===== src/rtl/pwm_chan_pkg.sv =====
`timescale 1ns/1ps
// Package pwm_chan_pkg
// Shared width and event type for the buffered match PWM channel.
// Assumes a single count bus width for both compare values.
package pwm_chan_pkg;
    localparam int CNT_W   = 24;
    localparam int N_MATCH = 2;
    localparam int IDX_A   = 0;
    localparam int IDX_B   = 1;

    typedef struct packed {
        logic hit_a;
        logic hit_b;
    } match_ev_t;
endpackage


===== src/rtl/pwm_edge_match.sv =====
`timescale 1ns/1ps
// Module pwm_edge_match
// Compares the count bus with one compare value and reports a single-cycle
// event on the tick where equality first becomes true.
// Assumes tick marks the clocks on which the count bus is meaningful.
module pwm_edge_match #(
    parameter int W = pwm_chan_pkg::CNT_W
) (
    input  logic         clk,
    input  logic         rst_n,
    input  logic         tick,
    input  logic [W-1:0] bus,
    input  logic [W-1:0] cmp,
    output logic         hit
);
    logic eq_now;
    logic eq_seen;

    assign eq_now = (bus == cmp);

    // Remember the equality seen on the last tick.
    always_ff @(posedge clk) begin
        if (!rst_n)    eq_seen <= 1'b0;
        else if (tick) eq_seen <= eq_now;
    end

    assign hit = tick & eq_now & ~eq_seen;

    // an event is never followed directly by another one
    a_r2_single_event: assert property (@(posedge clk) disable iff (!rst_n)
        hit |=> !hit);
endmodule


===== src/rtl/pwm_cmp_regs.sv =====
`timescale 1ns/1ps
// Module pwm_cmp_regs
// Holds the staged A value, the live A value and the B value.
// The live A value is refreshed from staging when xfer (B match) pulses.
module pwm_cmp_regs #(
    parameter int W = pwm_chan_pkg::CNT_W
) (
    input  logic         clk,
    input  logic         rst_n,
    input  logic         wr_stage,
    input  logic         wr_per,
    input  logic [W-1:0] wdata,
    input  logic         xfer,
    output logic [W-1:0] a_live,
    output logic [W-1:0] b_val
);
    logic [W-1:0] a_stage;

    // Software-facing staging register for A.
    always_ff @(posedge clk) begin
        if (!rst_n)        a_stage <= '0;
        else if (wr_stage) a_stage <= wdata;
    end

    // Live A value, loaded only at the period boundary.
    always_ff @(posedge clk) begin
        if (!rst_n)    a_live <= '0;
        else if (xfer) a_live <= a_stage;
    end

    // B compare value, written directly.
    always_ff @(posedge clk) begin
        if (!rst_n)      b_val <= '0;
        else if (wr_per) b_val <= wdata;
    end

    // transfer copies the staged value
    a_r6_transfer: assert property (@(posedge clk) disable iff (!rst_n)
        xfer |=> (a_live == $past(a_stage)));
    // without a boundary the live value does not move
    a_r6_hold: assert property (@(posedge clk) disable iff (!rst_n)
        !xfer |=> $stable(a_live));
endmodule


===== src/rtl/pwm_out_ctrl.sv =====
`timescale 1ns/1ps
// Module pwm_out_ctrl
// Turns match events into the pin state and the sticky period flag.
// A takes precedence over B only in the sense that a joint event keeps
// the pin inactive.
module pwm_out_ctrl
    import pwm_chan_pkg::*;
(
    input  logic      clk,
    input  logic      rst_n,
    input  match_ev_t ev,
    input  logic      clr,
    input  logic      pol,
    output logic      pin,
    output logic      flag
);
    logic active;

    // Active state of the pin, updated by match events.
    always_ff @(posedge clk) begin
        if (!rst_n)                    active <= 1'b0;
        else if (ev.hit_a && ev.hit_b) active <= 1'b0;
        else if (ev.hit_a)             active <= 1'b1;
        else if (ev.hit_b)             active <= 1'b0;
    end

    // Sticky flag; a set wins over a simultaneous clear.
    always_ff @(posedge clk) begin
        if (!rst_n)        flag <= 1'b0;
        else if (ev.hit_b) flag <= 1'b1;
        else if (clr)      flag <= 1'b0;
    end

    assign pin = active ^ pol;

    // lone A match drives the pin active
    a_r3_a_drives: assert property (@(posedge clk) disable iff (!rst_n)
        (ev.hit_a && !ev.hit_b) |=> active);
    // joint match leaves the pin inactive
    a_r5_joint_idle: assert property (@(posedge clk) disable iff (!rst_n)
        (ev.hit_a && ev.hit_b) |=> !active);
    // B match sets the flag even with a clear present
    a_r7_flag_set: assert property (@(posedge clk) disable iff (!rst_n)
        ev.hit_b |=> flag);
    // the flag holds until cleared
    a_r7_flag_hold: assert property (@(posedge clk) disable iff (!rst_n)
        (flag && !clr) |=> flag);
endmodule


===== src/rtl/pwm_match_chan.sv =====
`timescale 1ns/1ps
// Module pwm_match_chan
// Top of the buffered match PWM channel: two edge match detectors,
// compare registers with A staging, and the pin/flag controller.
// Assumes the count bus comes from an external shared counter.
module pwm_match_chan
    import pwm_chan_pkg::*;
#(
    parameter int W = CNT_W
) (
    input  logic         clk,
    input  logic         rst_n,
    input  logic [W-1:0] cnt_bus,
    input  logic         tick_en,
    input  logic         wr_stage_a,
    input  logic         wr_period_b,
    input  logic [W-1:0] wr_data,
    input  logic         flag_clr,
    input  logic         out_pol,
    output logic         pwm_out,
    output logic         match_flag
);
    logic [W-1:0]       a_live;
    logic [W-1:0]       b_val;
    logic [W-1:0]       cmp_sel [N_MATCH];
    logic [N_MATCH-1:0] hits;
    match_ev_t          ev;

    assign cmp_sel[IDX_A] = a_live;
    assign cmp_sel[IDX_B] = b_val;

    // One edge detector per compare value.
    for (genvar g = 0; g < N_MATCH; g++) begin : g_match
        pwm_edge_match #(.W(W)) u_match (
            .clk   (clk),
            .rst_n (rst_n),
            .tick  (tick_en),
            .bus   (cnt_bus),
            .cmp   (cmp_sel[g]),
            .hit   (hits[g])
        );
    end

    assign ev.hit_a = hits[IDX_A];
    assign ev.hit_b = hits[IDX_B];

    pwm_cmp_regs #(.W(W)) u_regs (
        .clk      (clk),
        .rst_n    (rst_n),
        .wr_stage (wr_stage_a),
        .wr_per   (wr_period_b),
        .wdata    (wr_data),
        .xfer     (ev.hit_b),
        .a_live   (a_live),
        .b_val    (b_val)
    );

    pwm_out_ctrl u_out (
        .clk   (clk),
        .rst_n (rst_n),
        .ev    (ev),
        .clr   (flag_clr),
        .pol   (out_pol),
        .pin   (pwm_out),
        .flag  (match_flag)
    );

    // with no tick no event reaches the controller
    a_r9_idle_no_event: assert property (@(posedge clk) disable iff (!rst_n)
        !tick_en |-> (hits == '0));
endmodule


===== config.mk =====
export PLATFORM = sky130hd
export DESIGN_NAME = pwm_match_chan
export DESIGN_NICKNAME = d
export VERILOG_FILES = /design/src/rtl/pwm_chan_pkg.sv /design/src/rtl/pwm_edge_match.sv /design/src/rtl/pwm_cmp_regs.sv /design/src/rtl/pwm_out_ctrl.sv /design/src/rtl/pwm_match_chan.sv
export SDC_FILE = /design/constraint.sdc
export NUM_CORES = 1
export LEC_CHECK = 0
export BUFFER_PORTS_ARGS = -buffer_cell sky130_fd_sc_hd__buf_2
export CAP_MARGIN = 20
export CORE_ASPECT_RATIO = 1.4
export CORE_MARGIN = 2
export CORE_UTILIZATION = 56
export CTS_CLUSTER_DIAMETER = 120
export DETAILED_ROUTE_END_ITERATION = 8
export PLACE_DENSITY = 0.79
export SLEW_MARGIN = 30
export SYNTH_ARGS = -nofsm -noshare
export SYNTH_HDL_FRONTEND = slang
export SYNTH_SLANG_ARGS = --single-unit

===== constraint.sdc =====
create_clock -name clk -period 2.16 [get_ports clk]
set_clock_uncertainty 0.1 [all_clocks]
set_input_delay 0.432 -clock clk [delete_from_list [all_inputs] [get_ports clk]]
set_output_delay 0.432 -clock clk [all_outputs]
set_load 0.03 [all_outputs]

==> key figures, run 1 <==
Timing
  – Final Max Tran Viols: 0
  – Max-slew headroom: 0.623
  – Fin crit share: 0.982
  – Fin. Hold Viols: 0
  – Final setup vio count: 0
  – Maximum clock frequency: between 0.4 and 0.5 GHz
  – Tmin final: between 2 and 2.5 ns
  – Tightest Pin Transition: 0.561 ns

Worst setup path
  – Reg-to-reg slack, setup: 0.04 ns
  – Worst Path Buf+Inv: 1
  – Crit Path Max Fanout: 26
  – CP Data Arrival Time: around 2.2 ns
  – CP max stage delay: about 0.57 ns
  – Slowest-stage cell, CP: or4_4
  – Crit Reg-Reg Endpoint: u_regs.a_live[20]
  – Critical-path cell list: xnor2_1 > nand4_1 > or4_4 > buf_12 > o31ai_2 > a21oi_1
  – CP top delay family: simple AND/OR/NAND/NOR gates
  – CP Data Required Time: 2.28 ns
  – CP Capture Type: flip-flop
  – Worst setup endpoint: u_regs.a_live[20]
  – R2R cell count: 6
  – CP startpoint kind: flip-flop
  – Critical path type: reg2reg
  – Worst R2R Start: u_regs.b_val[6]
  – Stages on worst setup path: 6
  – Worst setup startpoint: u_regs.b_val[6]

Route
  – DR DRC count: 0
  – Vias per cell: about 5.9
  – Vias: between 2,000 and 3,000
  – Initial DRT Pass Iterations: 6
  – Detailed Route Iter0 Violations: roughly 190
  – Final wirelength: ~8800 um
  – Wirelength per Cell: around 18 um
  – Final ANT Viol Nets: 0

Global routing
  – Grt ovf: 0
  – Total Routing Usage GR: 0.249
  – Largest net degree at the start of global routing: 30
  – First-pass GRT wire length: 13,500 um
  – Initial antenna violation count: 0
  – Vias in the first global route: about 2,800

Cells and area
  – Post-layout nets: between 400 and 500
  – Area growth syn-to-layout: 20.2%
  – Final core utilization: 0.686
  – Finished Layout Cells: between 400 and 500
  – Layout cells sized above 1: 0.286
  – Antenna cells: 0

Place
  – PortBufs: 56
  – DP HPWL: 5930 um
  – Placed cells: approximately 480
  – RePlAce Congestion: ~0.84

Logic synthesis
  – FF+latch count, synth: between 70 and 80
  – Count leader, synth: dfxtp_1
  – Yosys warns: 0
  – Sequential share of the synthesized area: 0.432
  – Post-synth EDFFs: 0
  – Commonest cells post-synth: dfxtp_1, nor2_1, mux2i_1
  – Avg Inst Size Synth: ~10 sq um
  – Post-Syn Instances: around 360
  – Syn nets: 410
  – Primary FF master, synth: dfxtp_1
  – Netlist Area Pre-Place: 0.00352 sq mm
  – Async SR Flop Fraction: 0
  – Synth top area share: 0.432
  – Unique masters post-synth: 29
  – Top cells by area, synth: dfxtp_1, mux2i_1, xnor2_1
  – Largest area contributor in the netlist: dfxtp_1

Power
  – VDD IR max: slightly above 0.0004 V
  – Final total power: about 2.7 mW
  – Power per cell area: around 640 mW/mm^2
  – Leakage power total: about 1.7 nW

Die
  – Initial Util: 0.571
  – Core area: 0.00617 sq mm
  – IO Pins: 57
  – Die area: between 0.006 and 0.007 sq mm
  – Die X: 71.0 um
  – Row count: 34
  – Die Y: approximately 98 um

Clock tree
  – Clock Tree Buf Depth: 2
  – Number of CTS-inserted buffers: 9
  – Sink Count: 76
  – TritonCTS clock tree: yes
  – Clock latency on the worst-skew pair: approximately 0.35 ns
  – Hold Buf Count CTS: 0
  – Root buf cell: clkbuf_8
  – H-tree levels: 3
  – Clock transition at the registers of the reported paths: around 0.07 ns

Min path
  – Min-delay worst type: in2reg
  – Worst hold stages: 3

Run status
  – Status: complete, no violations

Job
  – Max-cap violations: 0
[report_power, final]
| part | switching [mW] | leakage, nW | internal [mW] | total (mW) |
|---|---|---|---|---|
| clock network | 0.472 | 0.0743 | 0.424 | 0.896 |
| logic | 0.164 | 1.02 | 0.166 | 0.330 |
| registers | 0.0342 | 0.622 | 1.45 | 1.49 |
| total | 0.670 | 1.72 | 2.04 | 2.72 |
[state kept, by name, indices dropped and copies added (netlist names)]
| signal | count |
|---|---|
| g_match.u_match.eq_seen | 2 |
| u_out.active | 1 |
| u_regs.a_stage | 24 |
| u_regs.b_val | 24 |
| u_regs.a_live | 24 |
| u_out.flag | 1 |
[how the worst min path moves through the flow]
stage / start / to / slack [ns]
after floorplan: g_match[0].u_match.eq_seen / g_match[0].u_match.eq_seen / 0.35
after global routing: wr_data[21] / u_regs.b_val[21] / 0.25
final: wr_data[19] / u_regs.b_val[19] / 0.23
after detailed placement: g_match[0].u_match.eq_seen / g_match[0].u_match.eq_seen / 0.37
after global placement: g_match[0].u_match.eq_seen / g_match[0].u_match.eq_seen / 0.36
after CTS: wr_data[19] / u_regs.b_val[19] / 0.23
[layer usage]
metal  part of all wire  vias to the layer above  wire length, um  global-route usage
met5                  0                        -                0                   0
met4              0.027                        0              238               0.103
met3              0.049                       26              436              0.0392
met2               0.50                      105             4440               0.423
met1               0.42                     1399             3700               0.310
li1                   -                     1387                -                   -
[per-stage QoR]
step	setup TNS (ns)	hold slack, ns	setup WS (ns)	instance area [sq um]
global placement	-4.12	0.355	-0.188	4010
CTS	0	0.233	0.0323	4160
finish	0	0.229	0.0379	4230
detailed placement	-5.26	0.369	-0.252	4010
global route	-0.204	0.253	-0.0662	4230
floorplan	0	0.345	0.151	3520
[cells in the final DEF, fill, tap and decap left out, types with 2 or more instances in the layout]
| cell | count |
|---|---|
| inv_1 | 2 |
| mux2i_1 | 48 |
| xnor2_1 | 33 |
| clkbuf_1 | 2 |
| nor4_1 | 3 |
| o31ai_2 | 20 |
| o31ai_1 | 3 |
| nor3_1 | 3 |
| nand2_1 | 2 |
| buf_4 | 21 |
| nand4_1 | 32 |
| buf_2 | 56 |
| a21oi_1 | 25 |
| clkbuf_8 | 10 |
| buf_12 | 7 |
| nor2_1 | 49 |
| nand3_1 | 2 |
| xor2_1 | 15 |
| dfxtp_1 | 76 |
[layout make-up]
class	count	area [sq um]
multi-input combinational	247	1860
timing repair buffer	85	603
sequential	76	1520
inverter	3	11.3
tap	72	90.1
fill	463	1940
clock buffer	12	145
[worst min-delay path, cell delays in order]
cell and delay [ns]:
buf_2 0.09, mux2i_1 0.06, nor2_1 0.07
[timing repair]
item                                    CTS  global route
cloned                                    0             1
endpoints found under the setup margin    7            15
pin swaps                                 1             2
gates resized for setup                   1             4
buffers inserted                          1             3
[logic make-up after synthesis]
logic type / after synthesis / share of synthesized area
and+or+nand+nor: 98 / 0.138
xor gates and xnor gates: 49 / 0.122
muxes: 48 / 0.136
DFF: 76 / 0.432
AOI/OAI and AO/OA: 52 / 0.123
buffers and inverters: 32 / 0.0494
Power figures use the tool's default switching activity.
==> run 2: changes to the inputs <==
==> constraint.sdc (replaced) <==
create_clock -name clk -period 2.16 [get_ports clk]
set_clock_uncertainty 0.1 [all_clocks]
set_input_delay 0.216 -clock clk [delete_from_list [all_inputs] [get_ports clk]]
set_output_delay 0.216 -clock clk [all_outputs]
set_load 0.03 [all_outputs]
==> key figures, run 2 (synthesis results as in run 1) <==
Power
  – Leakage power total: 1.64 nW
  – Final total power: about 2.9 mW
  – VDD IR max: approximately 0.00062 V
  – Power per cell area: 717 mW/mm^2

Route
  – Final wirelength: between 8000 and 9000 um
  – Wirelength per Cell: around 17 um
  – DR DRC count: 0
  – Final ANT Viol Nets: 0
  – Detailed Route Iter0 Violations: roughly 180
  – Vias per cell: a little under 6
  – Initial DRT Pass Iterations: 4
  – Vias: 2,785

Job
  – Max-cap violations: 0

Global routing
  – Grt ovf: 0
  – First-pass GRT wire length: 13,400 um
  – Largest net degree at the start of global routing: 51
  – Vias in the first global route: around 2,800
  – Initial antenna violation count: 0
  – Total Routing Usage GR: 0.247

Worst setup path
  – CP max stage delay: ~0.58 ns
  – Critical-path cell list: xnor2_1 > nand4_1 > or4_4 > buf_12 > o31ai_1 > a21oi_1
  – Crit Path Max Fanout: 26
  – Worst R2R Start: u_regs.b_val[19]
  – CP Data Required Time: roughly 2.3 ns
  – Slowest-stage cell, CP: or4_4
  – CP startpoint kind: flip-flop
  – Reg-to-reg slack, setup: 0.08 ns
  – Crit Reg-Reg Endpoint: u_regs.a_live[23]
  – Critical path type: reg2reg
  – R2R cell count: 6
  – CP Data Arrival Time: 2.21 ns
  – CP Capture Type: flip-flop

Die
  – Die Y: approximately 98 um
  – Die area: a little under 0.007 sq mm
  – Initial Util: 0.571
  – Core area: between 0.006 and 0.007 sq mm
  – IO Pins: 57
  – Die X: 71.0 um
  – Row count: 34

Timing
  – Fin Setup TNS: 0 ns
  – Final setup vio count: 0
  – Fin. Hold Viols: 0
  – RSZ-0062 raised after global routing: no
  – Hold_ws: between 0.008 and 0.009 ns
  – Max-slew headroom: 0.610
  – Tmin final: ~2.1 ns
  – Final Max Tran Viols: 0
  – Tightest Pin Transition: 0.580 ns
  – Maximum clock frequency: between 0.4 and 0.5 GHz
  – Fin crit share: 0.962

Cells and area
  – Area growth syn-to-layout: 16.4%
  – # fillers: between 400 and 500
  – Layout cells sized above 1: 0.256
  – Antenna cells: 0
  – Footprint of the multi-input gates: between 0.0015 and 0.002 sq mm
  – Post-layout nets: between 400 and 500
  – Register area: 0.00152 sq mm
  – Top flop regs: u_regs.a_live x24, u_regs.a_stage x24, u_regs.b_val x24
  – Finished Layout Cells: between 400 and 500
  – Most common cell after layout, fill and taps aside: dfxtp_1
  – Commonest cells after routing, fill and taps aside: dfxtp_1, buf_2, nor2_1

Run status
  – Status: complete, no violations

Clock tree
  – Hold Buf Count CTS: 0
  – H-tree levels: 3
  – Sink Count: 76
  – Root buf cell: clkbuf_8
  – Clock Tree Buf Depth: 2
  – Clock transition at the registers of the reported paths: around 0.08 ns
  – TritonCTS clock tree: yes
  – Number of CTS-inserted buffers: 9
  – Clock latency on the worst-skew pair: approximately 0.35 ns

Place
  – Placed cells: roughly 470
  – DP HPWL: about 5600 um
  – PortBufs: 56
  – RePlAce Congestion: around 0.86

Min path
  – Worst hold stages: 3
  – Min-delay worst type: in2reg
  – Hold_sp: wr_data[16]
  – Worst Hold Path EP: u_regs.b_val[16]
==> run 2: report_power, final <==
group | internal, mW | switching, mW | leakage, nW | total [mW]
Combinational | 0.144 | 0.157 | 0.920 | 0.301
Clock | 0.645 | 0.506 | 0.0956 | 1.15
Sequential | 1.45 | 0.0340 | 0.622 | 1.49
==> run 2: worst max path at each step <==
stage                              to  slack (ns)  cells past startpoint             start
global route        u_regs.a_live[23]       0.004                      6  u_regs.b_val[23]
global placement    u_regs.a_live[23]        0.04                      7        cnt_bus[0]
CTS                 u_regs.a_live[23]        0.04                      6   u_regs.b_val[0]
finish              u_regs.a_live[23]        0.08                      6  u_regs.b_val[19]
floorplan           u_regs.a_live[21]        0.26                      7   u_regs.b_val[6]
detailed placement   u_regs.a_live[3]       -0.01                      7        cnt_bus[0]
==> run 2: cell type report <==
cell class / count / share of cell area
clock buffer: 11 / 0.0320
clock inverter: 4 / 0.0183
inverter: 3 / 0.00275
multi-input combinational: 247 / 0.450
sequential: 76 / 0.371
tap: 72 / 0.0220
timing repair buffer: 69 / 0.104
==> run 2: metrics by stage <==
step           worst slack, ns  utilization  cell area [sq um]
2_1_floorplan            0.263            -               3520
3_3_place_gp            0.0431        0.629               3880
3_5_place_dp          -0.00992        0.629               3880
4_1_cts                 0.0365        0.663               4090
5_1_grt                0.00419        0.665               4100
6_report                0.0813        0.665               4100
==> run 2: critical path, delay by kind of cell, from the launching register on <==
family | cells | cell delay (ns)
AOI/OAI and AO/OA | 2 | 0.36
DFF | 1 | 0.33
buffers and inverters | 1 | 0.20
and+or+nand+nor | 2 | 0.78
xor gates and xnor gates | 1 | 0.17
==> run 2: metal layers <==
layer,track usage,vias to the layer above,part of all wire
met5,0,-,0
met1,0.315,1337,0.43
met4,0.0871,0,0.018
li1,-,1354,-
met2,0.407,79,0.50
met3,0.0568,15,0.048
==> run 2: timing repair <==
| action | in CTS | in global routing |
|---|---|---|
| setup buffers | 1 | 0 |
| endpoints found under the setup margin | 2 | 7 |
| resized for setup | 0 | 2 |
| pin swaps | 1 | 1 |
